[config.mk]
export PLATFORM = sky130hd
export DESIGN_NAME = shadow_pwm
export DESIGN_NICKNAME = d
export VERILOG_FILES = /design/src/rtl/shadow_pwm_pkg.sv /design/src/rtl/shadow_pwm_hold.sv /design/src/rtl/shadow_pwm_regs.sv /design/src/rtl/shadow_pwm_core.sv /design/src/rtl/shadow_pwm.sv
export SDC_FILE = /design/constraint.sdc
export NUM_CORES = 1
export LEC_CHECK = 0
export ABC_AREA = 1
export CAP_MARGIN = 30
export CORE_MARGIN = 3
export CORE_UTILIZATION = 30
export CTS_BUF_LIST = sky130_fd_sc_hd__clkbuf_16
export CTS_CLUSTER_DIAMETER = 200
export DETAILED_ROUTE_END_ITERATION = 10
export DONT_BUFFER_PORTS = 1
export PLACE_DENSITY = 0.53
export SYNTH_ARGS = -nofsm -noshare
export SYNTH_HDL_FRONTEND = slang
export SYNTH_SLANG_ARGS = --single-unit
[constraint.sdc]
create_clock -name clk -period 3.3 [get_ports clk]
set_clock_uncertainty 0.05 [all_clocks]
set_input_delay 0.66 -clock clk [delete_from_list [all_inputs] [get_ports clk]]
set_output_delay 0.66 -clock clk [all_outputs]
set_load 0.02 [all_outputs]
[src/rtl/shadow_pwm_pkg.sv]
package shadow_pwm_pkg;
  typedef enum logic [1:0] {
    SEL_COUNT  = 2'd0,
    SEL_PERIOD = 2'd1,
    SEL_DUTY   = 2'd2,
    SEL_CTRL   = 2'd3
  } reg_sel_e;

  typedef struct packed {
    logic duty_lvl;
    logic idle_lvl;
  } pol_t;

  localparam int CB_EN   = 0;
  localparam int CB_CONT = 1;
  localparam int CB_DUTY = 3;
  localparam int CB_IDLE = 4;
  localparam int CB_HOLD = 6;
endpackage

[src/rtl/shadow_pwm_hold.sv]
module shadow_pwm_hold #(
  parameter int W = 32
) (
  input  logic         clk,
  input  logic         rst,
  input  logic         load,
  input  logic [W-1:0] d,
  output logic [W-1:0] q
);
  always_ff @(posedge clk) begin
    if (rst)       q <= '0;
    else if (load) q <= d;
  end
endmodule

[src/rtl/shadow_pwm_regs.sv]
module shadow_pwm_regs
  import shadow_pwm_pkg::*;
#(
  parameter int DATA_W = 32,
  parameter int ADDR_W = 4
) (
  input  logic              clk,
  input  logic              rst,
  input  logic              wr_en,
  input  logic              rd_en,
  input  logic [ADDR_W-1:0] addr,
  input  logic [DATA_W-1:0] wdata,
  input  logic [DATA_W-1:0] live_cnt,
  output logic [DATA_W-1:0] rdata,
  output logic [DATA_W-1:0] sh_period,
  output logic [DATA_W-1:0] sh_duty,
  output pol_t              sh_pol,
  output logic              run,
  output logic              hold
);
  reg_sel_e    sel;
  logic        en_q, cont_q;
  logic [DATA_W-1:0] ctrl_view;

  assign sel = reg_sel_e'(addr[3:2]);
  assign run = en_q & cont_q;

  always_comb begin
    ctrl_view          = '0;
    ctrl_view[CB_EN]   = en_q;
    ctrl_view[CB_CONT] = cont_q;
    ctrl_view[CB_DUTY] = sh_pol.duty_lvl;
    ctrl_view[CB_IDLE] = sh_pol.idle_lvl;
    ctrl_view[CB_HOLD] = hold;
  end

  always_ff @(posedge clk) begin
    if (rst) begin
      sh_period <= '0;
      sh_duty   <= '0;
      sh_pol    <= '0;
      en_q      <= 1'b0;
      cont_q    <= 1'b0;
      hold      <= 1'b0;
    end else if (wr_en) begin
      unique case (sel)
        SEL_PERIOD: sh_period <= wdata;
        SEL_DUTY:   sh_duty   <= wdata;
        SEL_CTRL: begin
          en_q            <= wdata[CB_EN];
          cont_q          <= wdata[CB_CONT];
          hold            <= wdata[CB_HOLD];
          sh_pol.duty_lvl <= wdata[CB_DUTY];
          sh_pol.idle_lvl <= wdata[CB_IDLE];
        end
        default: ;
      endcase
    end
  end

  always_ff @(posedge clk) begin
    if (rst) begin
      rdata <= '0;
    end else if (rd_en) begin
      unique case (sel)
        SEL_COUNT:  rdata <= live_cnt;
        SEL_PERIOD: rdata <= sh_period;
        SEL_DUTY:   rdata <= sh_duty;
        SEL_CTRL:   rdata <= ctrl_view;
        default:    rdata <= '0;
      endcase
    end
  end
endmodule

[src/rtl/shadow_pwm_core.sv]
module shadow_pwm_core
  import shadow_pwm_pkg::*;
#(
  parameter int DATA_W = 32
) (
  input  logic              clk,
  input  logic              rst,
  input  logic              run,
  input  logic              hold,
  input  logic [DATA_W-1:0] sh_period,
  input  logic [DATA_W-1:0] sh_duty,
  input  pol_t              sh_pol,
  output logic [DATA_W-1:0] cnt,
  output logic [DATA_W-1:0] act_period,
  output logic [DATA_W-1:0] act_duty,
  output pol_t              act_pol,
  output logic              pwm_out
);
  localparam int NUM_FIELDS = 2;
  localparam int POL_W      = $bits(pol_t);

  logic              wrap, load;
  logic [DATA_W:0]   cnt_inc;
  logic [DATA_W-1:0] sh_val  [NUM_FIELDS];
  logic [DATA_W-1:0] act_val [NUM_FIELDS];
  logic [POL_W-1:0]  act_pol_bits;

  assign cnt_inc = {1'b0, cnt} + {{DATA_W{1'b0}}, 1'b1};
  assign wrap    = cnt_inc >= {1'b0, act_period};
  assign load    = (!run || wrap) && !hold;

  assign sh_val[0]  = sh_period;
  assign sh_val[1]  = sh_duty;
  assign act_period = act_val[0];
  assign act_duty   = act_val[1];

  for (genvar g = 0; g < NUM_FIELDS; g++) begin : g_field
    shadow_pwm_hold #(.W(DATA_W)) u_field (
      .clk  (clk),
      .rst  (rst),
      .load (load),
      .d    (sh_val[g]),
      .q    (act_val[g])
    );
  end

  shadow_pwm_hold #(.W(POL_W)) u_pol (
    .clk  (clk),
    .rst  (rst),
    .load (load),
    .d    (sh_pol),
    .q    (act_pol_bits)
  );
  assign act_pol = pol_t'(act_pol_bits);

  always_ff @(posedge clk) begin
    if (rst)       cnt <= '0;
    else if (!run) cnt <= '0;
    else if (wrap) cnt <= '0;
    else           cnt <= cnt_inc[DATA_W-1:0];
  end

  always_ff @(posedge clk) begin
    if (rst)                        pwm_out <= 1'b0;
    else if (run && cnt < act_duty) pwm_out <= act_pol.duty_lvl;
    else                            pwm_out <= act_pol.idle_lvl;
  end
endmodule

[src/rtl/shadow_pwm.sv]
module shadow_pwm
  import shadow_pwm_pkg::*;
#(
  parameter int DATA_W = 32,
  parameter int ADDR_W = 4
) (
  input  logic              clk,
  input  logic              rst,
  input  logic              bus_wr_en,
  input  logic              bus_rd_en,
  input  logic [ADDR_W-1:0] bus_addr,
  input  logic [DATA_W-1:0] bus_wdata,
  output logic [DATA_W-1:0] bus_rdata,
  output logic              pwm_out
);
  logic [DATA_W-1:0] sh_period_w, sh_duty_w, cnt_w, act_period_w, act_duty_w;
  pol_t              sh_pol_w, act_pol_w;
  logic              run_w, hold_w;

  shadow_pwm_regs #(.DATA_W(DATA_W), .ADDR_W(ADDR_W)) u_regs (
    .clk       (clk),
    .rst       (rst),
    .wr_en     (bus_wr_en),
    .rd_en     (bus_rd_en),
    .addr      (bus_addr),
    .wdata     (bus_wdata),
    .live_cnt  (cnt_w),
    .rdata     (bus_rdata),
    .sh_period (sh_period_w),
    .sh_duty   (sh_duty_w),
    .sh_pol    (sh_pol_w),
    .run       (run_w),
    .hold      (hold_w)
  );

  shadow_pwm_core #(.DATA_W(DATA_W)) u_core (
    .clk        (clk),
    .rst        (rst),
    .run        (run_w),
    .hold       (hold_w),
    .sh_period  (sh_period_w),
    .sh_duty    (sh_duty_w),
    .sh_pol     (sh_pol_w),
    .cnt        (cnt_w),
    .act_period (act_period_w),
    .act_duty   (act_duty_w),
    .act_pol    (act_pol_w),
    .pwm_out    (pwm_out)
  );
endmodule

=== Word level (Yosys, flattened, before mapping) ===
Cells that the tools add are included.

* Output and inout bits: 33
* Bits of input ports: 40
* Logic and storage cells: 33
* Flip-flop bits (word level): 200

* Mux-type cells: 2
* Add/subtract/negate cells: 1
* Equality and inequality tests: 3
* Reduce and logical (&&, ||, !) cells: 10
* Magnitude comparators: 2
* Bitwise gates (word level): 2

{| class="wikitable"
|+ Operator list
! kind !! count
|-
| $pmux 32 s4 || 1
|-
| $add 32x1->33 const B || 1
|-
| $ge 33x32->1 || 1
|-
| $lt 32x32->1 || 1
|-
| $reduce_and 2->1 || 3
|-
| $eq 2x2->1 const B || 2
|-
| $reduce_or 3->1 || 1
|-
| $eq 2x1->1 const B || 1
|-
| $logic_and 1x1->1 || 2
|-
| $logic_not 1->1 || 2
|-
| $logic_not 2->1 || 1
|-
| $and 1x1->1 || 1
|-
| $logic_or 1x1->1 || 1
|-
| $mux 1 || 1
|-
| $not 1->1 || 1
|}

=== Depth between registers and ports, before layout ===
* Depth in word-level cells: 4
* Mapped depth: 29
* Depth with buffers taken out: 27

=== By module ===
Synthesis repeated with hierarchy kept, for this count alone.

* Cell total of the unflattened synthesis: 1505
* Area, all modules: 10356.2 sq um

{| class="wikitable"
|+ Modules (own cells, without submodules)
! module !! times used !! cells each !! sequential area each (sq um) !! area an instance (sq um)
|-
| shadow_pwm_regs || 1 || 558 || 2021.9 || 4110.2
|-
| shadow_pwm_core || 1 || 528 || 660.6 || 3487.1
|-
| shadow_pwm_hold (u_core.g_field[0].u_field ...) || 2 || 203 || 640.6 || 1338.8
|-
| shadow_pwm_hold (u_core.u_pol) || 1 || 13 || 40.0 || 81.3
|}

=== Worst setup path before layout ===
No wires, ideal clock.

* Path kind: register -> register
* Start: reg u_core.cnt[0]
* End: reg u_core.u_pol.q[0]
* Setup slack: 0.067 ns
* Period minus slack after synthesis: 3.233 ns
* Arrival time: 3.068 ns
* Path buffers: 2
* Library setup time: 0.115 ns
* Stages on the path, launching flop included: 27
* Required time: 3.135 ns
* Cells stage by stage: dfxtp_1 nand3_1 nor2_1 inv_1 nor2_1 nand2_1 nor2_2 nand2_1 nor3_2 nand4_1 o21ai_0 inv_1 ha_1 nand2_1 o21bai_1 a21oi_1 nor2_1 nand2_1 nand2_1 nand2_1 nand2_1 nand2_2 buf_6 buf_6 nand3_2 nand2_1 nor2_1

* Word-level cells in the longest chain between the ends: 4

{| class="wikitable"
|+ Ends and longest elaborated chain
! item !! RTL line !! text
|-
| start: declaration || shadow_pwm_core.sv:13 || <nowiki>output logic [DATA_W-1:0] cnt,</nowiki>
|-
| start signal: assignment || shadow_pwm_core.sv:60 || <nowiki>else cnt <= cnt_inc[DATA_W-1:0];</nowiki>
|-
| $add 32x1->33 || shadow_pwm_core.sv:28 || <nowiki>assign cnt_inc = {1'b0, cnt} + {{DATA_W{1'b0}}, 1'b1};</nowiki>
|-
| net u_core.cnt_inc[19] || shadow_pwm_core.sv:23 || <nowiki>logic [DATA_W:0] cnt_inc;</nowiki>
|-
| $ge 33x32->1 || shadow_pwm_core.sv:29 || <nowiki>assign wrap = cnt_inc >= {1'b0, act_period};</nowiki>
|-
| $logic_or 1x1->1 || shadow_pwm_core.sv:30 || <nowiki>assign load = (!run || wrap) && !hold;</nowiki>
|-
| $logic_and 1x1->1 || shadow_pwm_core.sv:30 ||
|-
| end signal: assignment || shadow_pwm_hold.sv:11 || <nowiki>if (rst) q <= '0;</nowiki>
|-
| end signal: assignment || shadow_pwm_hold.sv:12 || <nowiki>else if (load) q <= d;</nowiki>
|-
| end: declaration || shadow_pwm_hold.sv:8 || <nowiki>output logic [W-1:0] q</nowiki>
|}

The timed path passes the listed nets, and every way through them passes these cells.
A chain may end at the register's enable or synchronous reset.

=== Worst setup path in the final report ===
* Start: reg u_core.cnt[1]
* End: reg u_core.g_field[0].u_field.q[29]

* Word-level cells in the longest chain between the ends: 4

{| class="wikitable"
|+ Ends and longest elaborated chain
! item !! RTL line
|-
| $add 32x1->33 || shadow_pwm_core.sv:28
|-
| net u_core.cnt_inc[28] || shadow_pwm_core.sv:23
|-
| $ge 33x32->1 || shadow_pwm_core.sv:29
|-
| $logic_or 1x1->1 || shadow_pwm_core.sv:30
|-
| $logic_and 1x1->1 || shadow_pwm_core.sv:30
|-
| end signal: assignment || shadow_pwm_hold.sv:11
|-
| end signal: assignment || shadow_pwm_hold.sv:12
|-
| end: declaration || shadow_pwm_hold.sv:8
|}

The timed path passes the listed nets, and every way through them passes these cells.

==> results by group <==
Detailed routing
  – DRT iter0 DRCs: 450
  – Drt wl/cell: 16.06 microns
  – First-pass iteration count of the detailed router: 5
  – Residual DRC: 0
  – Post-DRT Antenna Nets: 0
  – Via count: 9271
  – Vias per inst: 4.829
  – Final WL: 30840 microns

Pwr
  – Final Power: 0.005237 W
  – Sequential group share of total power: 50.2%
  – Combinational share of power: 12.1%
  – PD cells: 406.2 mW/mm^2
  – Max rail drop VDD: 0.0003473 V
  – Static Leak: 5.613 nW
  – Switching Power: 0.001434 W
  – Clock Power Share: 37.7%
  – Cell-internal power: 0.003803 W
  – Net Sw Frac: 27.38%

Placed design
  – Port Buffer Count: 0
  – Area after DPL: 0.01103 sq mm
  – RePlAce Congestion: 0.8447
  – DP Worst Slack: -332.0 ps
  – Post-DP HPWL: 19500 microns

Setup path
  – Critical path depth: 23
  – Crit path DAT: 3820 ps
  – Slowest-stage cell, CP: dfxtp_4
  – Cell chain of the critical path: ha_4 -> nand2_4 -> nor2_4 -> buf_6 -> nand2_8 -> nor3_4 -> nand2_2 -> inv_2 -> nand3_4 -> nor2_4 -> xor2_2 -> inv_2 -> ha_4 -> nand4_1 -> inv_1 -> nand4_1 -> nand3_2 -> nor2_4 -> nand2_8 -> buf_8 -> clkbuf_16 -> a21oi_2 -> nor2_1
  – Worst Path Required: 3590 ps
  – Top cell by count, worst path: nor2_4
  – Worst R2R Start: u_core.cnt[1]
  – Slowest stage delay, CP: 390 ps
  – CP delay by family, top: simple AND/OR/NAND/NOR gates
  – Startpoint types: register
  – Reg2reg setup slack: -230 ps
  – Kind of critical path: register to register
  – Worst Setup EP: u_core.g_field[0].u_field.q[29]
  – Crit end category: register
  – CP bufs+invs: 6
  – R2R cell count: 23
  – Worst Setup SP: u_core.cnt[1]
  – Reg2reg end: u_core.g_field[0].u_field.q[29]
  – CP max FO: 6

Die
  – Initial core utilization: 30.82%
  – Die Y: 189.8 microns
  – Die width: 189.8 microns
  – Core ar.: 0.03287 sq mm
  – Boundary Pins: 73
  – Die area: 0.03601 sq mm
  – FP Rows: 66

Synthesis
  – Ys flop type: dfxtp_1
  – Synth Warn #: 0
  – Syn nets: 1508
  – Number of synthesized register bits: 200
  – Seq/Total Area, Yosys: 39.53%
  – Mapped Cells: 1404
  – Syn avg cell area: 7.215 sq um
  – Distinct cells, synth: 35
  – Async SR Flop Fraction: 0%
  – Post-Synthesis Cell Area: 0.01013 sq mm
  – Number of flops mapped to enable cells by yosys: 0

STA
  – Final critical-path required period: 3529 ps
  – Final Hold Fails: 0
  – Final hold slack: 316.3 ps
  – Slew headroom: 47.91%
  – Fin. max-slew vios: 0
  – Tightest Pin Transition: 781.3 ps
  – Max Clk Rate: 283.4 MHz
  – Tcrit/Tclk final: 106.9%
  – Final setup vio count: 98
  – Final worst slack: -228.8 ps
  – Unrepaired setup endpoints after global routing: yes

Run
  – Maxcap violations: 0

Final layout
  – Antenna cell count: 0
  – Final #Nets: 1571
  – Share of cells above drive strength 1: 21.18%
  – # fillers: 3490
  – P&R area growth vs syn: 27.28%
  – Finished Cell Area: 0.01289 sq mm

Global route
  – Maximum number of pins on one net before global-route repair: 69
  – Grt ovf: 0
  – Tot GR Track Use: 16.44%
  – Initial antenna violation count: 0
  – First-pass GRT wire length: 47500 microns
  – Number of global-route vias before repair: 8881

Clock tree
  – Clock sinks: 200
  – Number of CTS-inserted buffers: 17
  – Clk_lat worst skew: 440 ps
  – Clock Pin Slew Worst Setup and Hold Paths: 70 ps
  – CTS tree: built
  – Htree depth: 4
  – Cts hold-fix bufs: 0
  – Clock root cell: clkbuf_16
  – Max Buffers Root-to-Sink: 2

Status
  – Outcome: finished, violations left
  – Failing checks: negative setup slack

Hold path
  – Hold Path Class: primary input to register
==> worst min-delay path by stage <==
stage	start	end	slack [ps]	cells after the start
final	bus_rd_en	u_regs.rdata[2]	320	1
after global routing	bus_rd_en	u_regs.rdata[9]	300	1
after CTS	bus_rd_en	u_regs.rdata[9]	300	1
after detailed placement	u_regs.en_q	u_regs.en_q	410	2
after global placement	u_regs.en_q	u_regs.en_q	410	2
after floorplan	u_regs.cont_q	u_regs.cont_q	390	2
==> stage by stage <==
step | utilization, % | cells | TNS (ps)
after global placement | 33.57 | 1848 | -18640
after detailed placement | 33.57 | 1848 | -22740
after floorplan | - | 1404 | 0
final | 39.23 | 1920 | -11500
after CTS | 36.93 | 1906 | -8142
after global routing | 39.23 | 1920 | -29640
==> worst register-to-register path: stages, from the launching register on <==
cell	delay [ps]
dfxtp_4	390
ha_4	160
nand2_4	60
nor2_4	130
buf_6	130
nand2_8	60
nor3_4	180
nand2_2	150
inv_2	120
nand3_4	100
nor2_4	150
xor2_2	190
inv_2	60
ha_4	230
nand4_1	90
inv_1	100
nand4_1	140
nand3_2	110
nor2_4	210
nand2_8	130
buf_8	170
clkbuf_16	170
a21oi_2	140
nor2_1	40
==> cell type report <==
cell class              instances  area (sq um)  area share, %
multi-input cells             922          5808          45.05
flip-flops and latches        200          4014          31.13
repair buffers                118          1199          9.296
clock inverters                13         108.9         0.8442
inverters                     208         785.8          6.094
well taps                     442         553.0          4.289
clock buffers                  17         425.4          3.299
==> state kept, by name, indices dropped and copies added, names as in the netlist <==
signal                    cells
u_regs.en_q                   1
u_regs.sh_period             32
u_core.g_field.u_field.q     64
u_core.pwm_out                1
u_regs.cont_q                 1
u_core.u_pol.q                2
u_regs.sh_duty               32
u_core.cnt                   32
u_regs.sh_pol                 2
u_regs.rdata                 32
u_regs.hold                   1
==> kinds of logic after synthesis <==
group,synth area share (%)
buffers and inverters,11.28
adders and majority gates,7.905
AOI/OAI and AO/OA,17.70
and+or+nand+nor,21.52
xor gates and xnor gates,2.075
DFF,39.53
==> repair_timing <==
action / in CTS / in global routing
gates cloned: 5 / 8
pin swaps: 16 / 65
endpoints found under the setup margin: 98 / 98
buffers inserted: 23 / 11
gates resized for setup: 48 / 132
==> layer usage <==
metal  up-vias  wire, microns  global-route usage, %
met4         0            636                  3.867
li1       4695              -                      -
met1      4398          13840                  21.20
met5         -              0                      0
met2       135          15150                  28.43
met3        43           1204                  3.188
==> layout by cell type, fill, tap and decap left out, types with 3 or more instances in the layout <==
cell / instances
a21oi_1: 135
a21oi_2: 40
a21oi_4: 14
a31oi_1: 13
a41oi_1: 14
buf_12: 14
buf_4: 91
buf_6: 6
clkbuf_16: 22
clkinv_2: 3
clkinv_4: 4
dfxtp_1: 196
ha_1: 54
ha_4: 10
inv_1: 201
inv_2: 6
nand2_1: 214
nand2_2: 15
nand2_4: 4
nand3_1: 48
nand3_2: 28
nand3_4: 3
nand4_1: 22
nor2_1: 123
nor2_2: 10
nor2_4: 8
nor3_1: 11
o21ai_0: 107
o22ai_1: 5
xor2_1: 10
xor2_2: 10
==> power groups by stage <==
stage / clock network [W] / registers, W / logic [W]
CTS: 0.00202 / 0.00262 / 0.000581
floorplan: 0 / 0.00266 / 0.000408
global placement: 0 / 0.00267 / 0.000552
global route: 0.00212 / 0.00264 / 0.000717
detailed placement: 0 / 0.00268 / 0.000557
finish: 0.00198 / 0.00263 / 0.000633
==> Yosys cell counts, drive strengths merged, types with 21 or more instances <==
cell | count | share of area [%]
a21oi | 189 | 9.3
dfxtp | 200 | 40
clkbuf | 49 | 1.8
nor2 | 141 | 5.4
o21ai | 108 | 5.3
ha | 64 | 7.9
xor2 | 21 | 1.8
buf | 26 | 1.8
inv | 207 | 7.7
nand2 | 234 | 8.7
nand4 | 22 | 1.4
nand3 | 79 | 4.9
No activity file was read; power rests on OpenSTA's default activity.
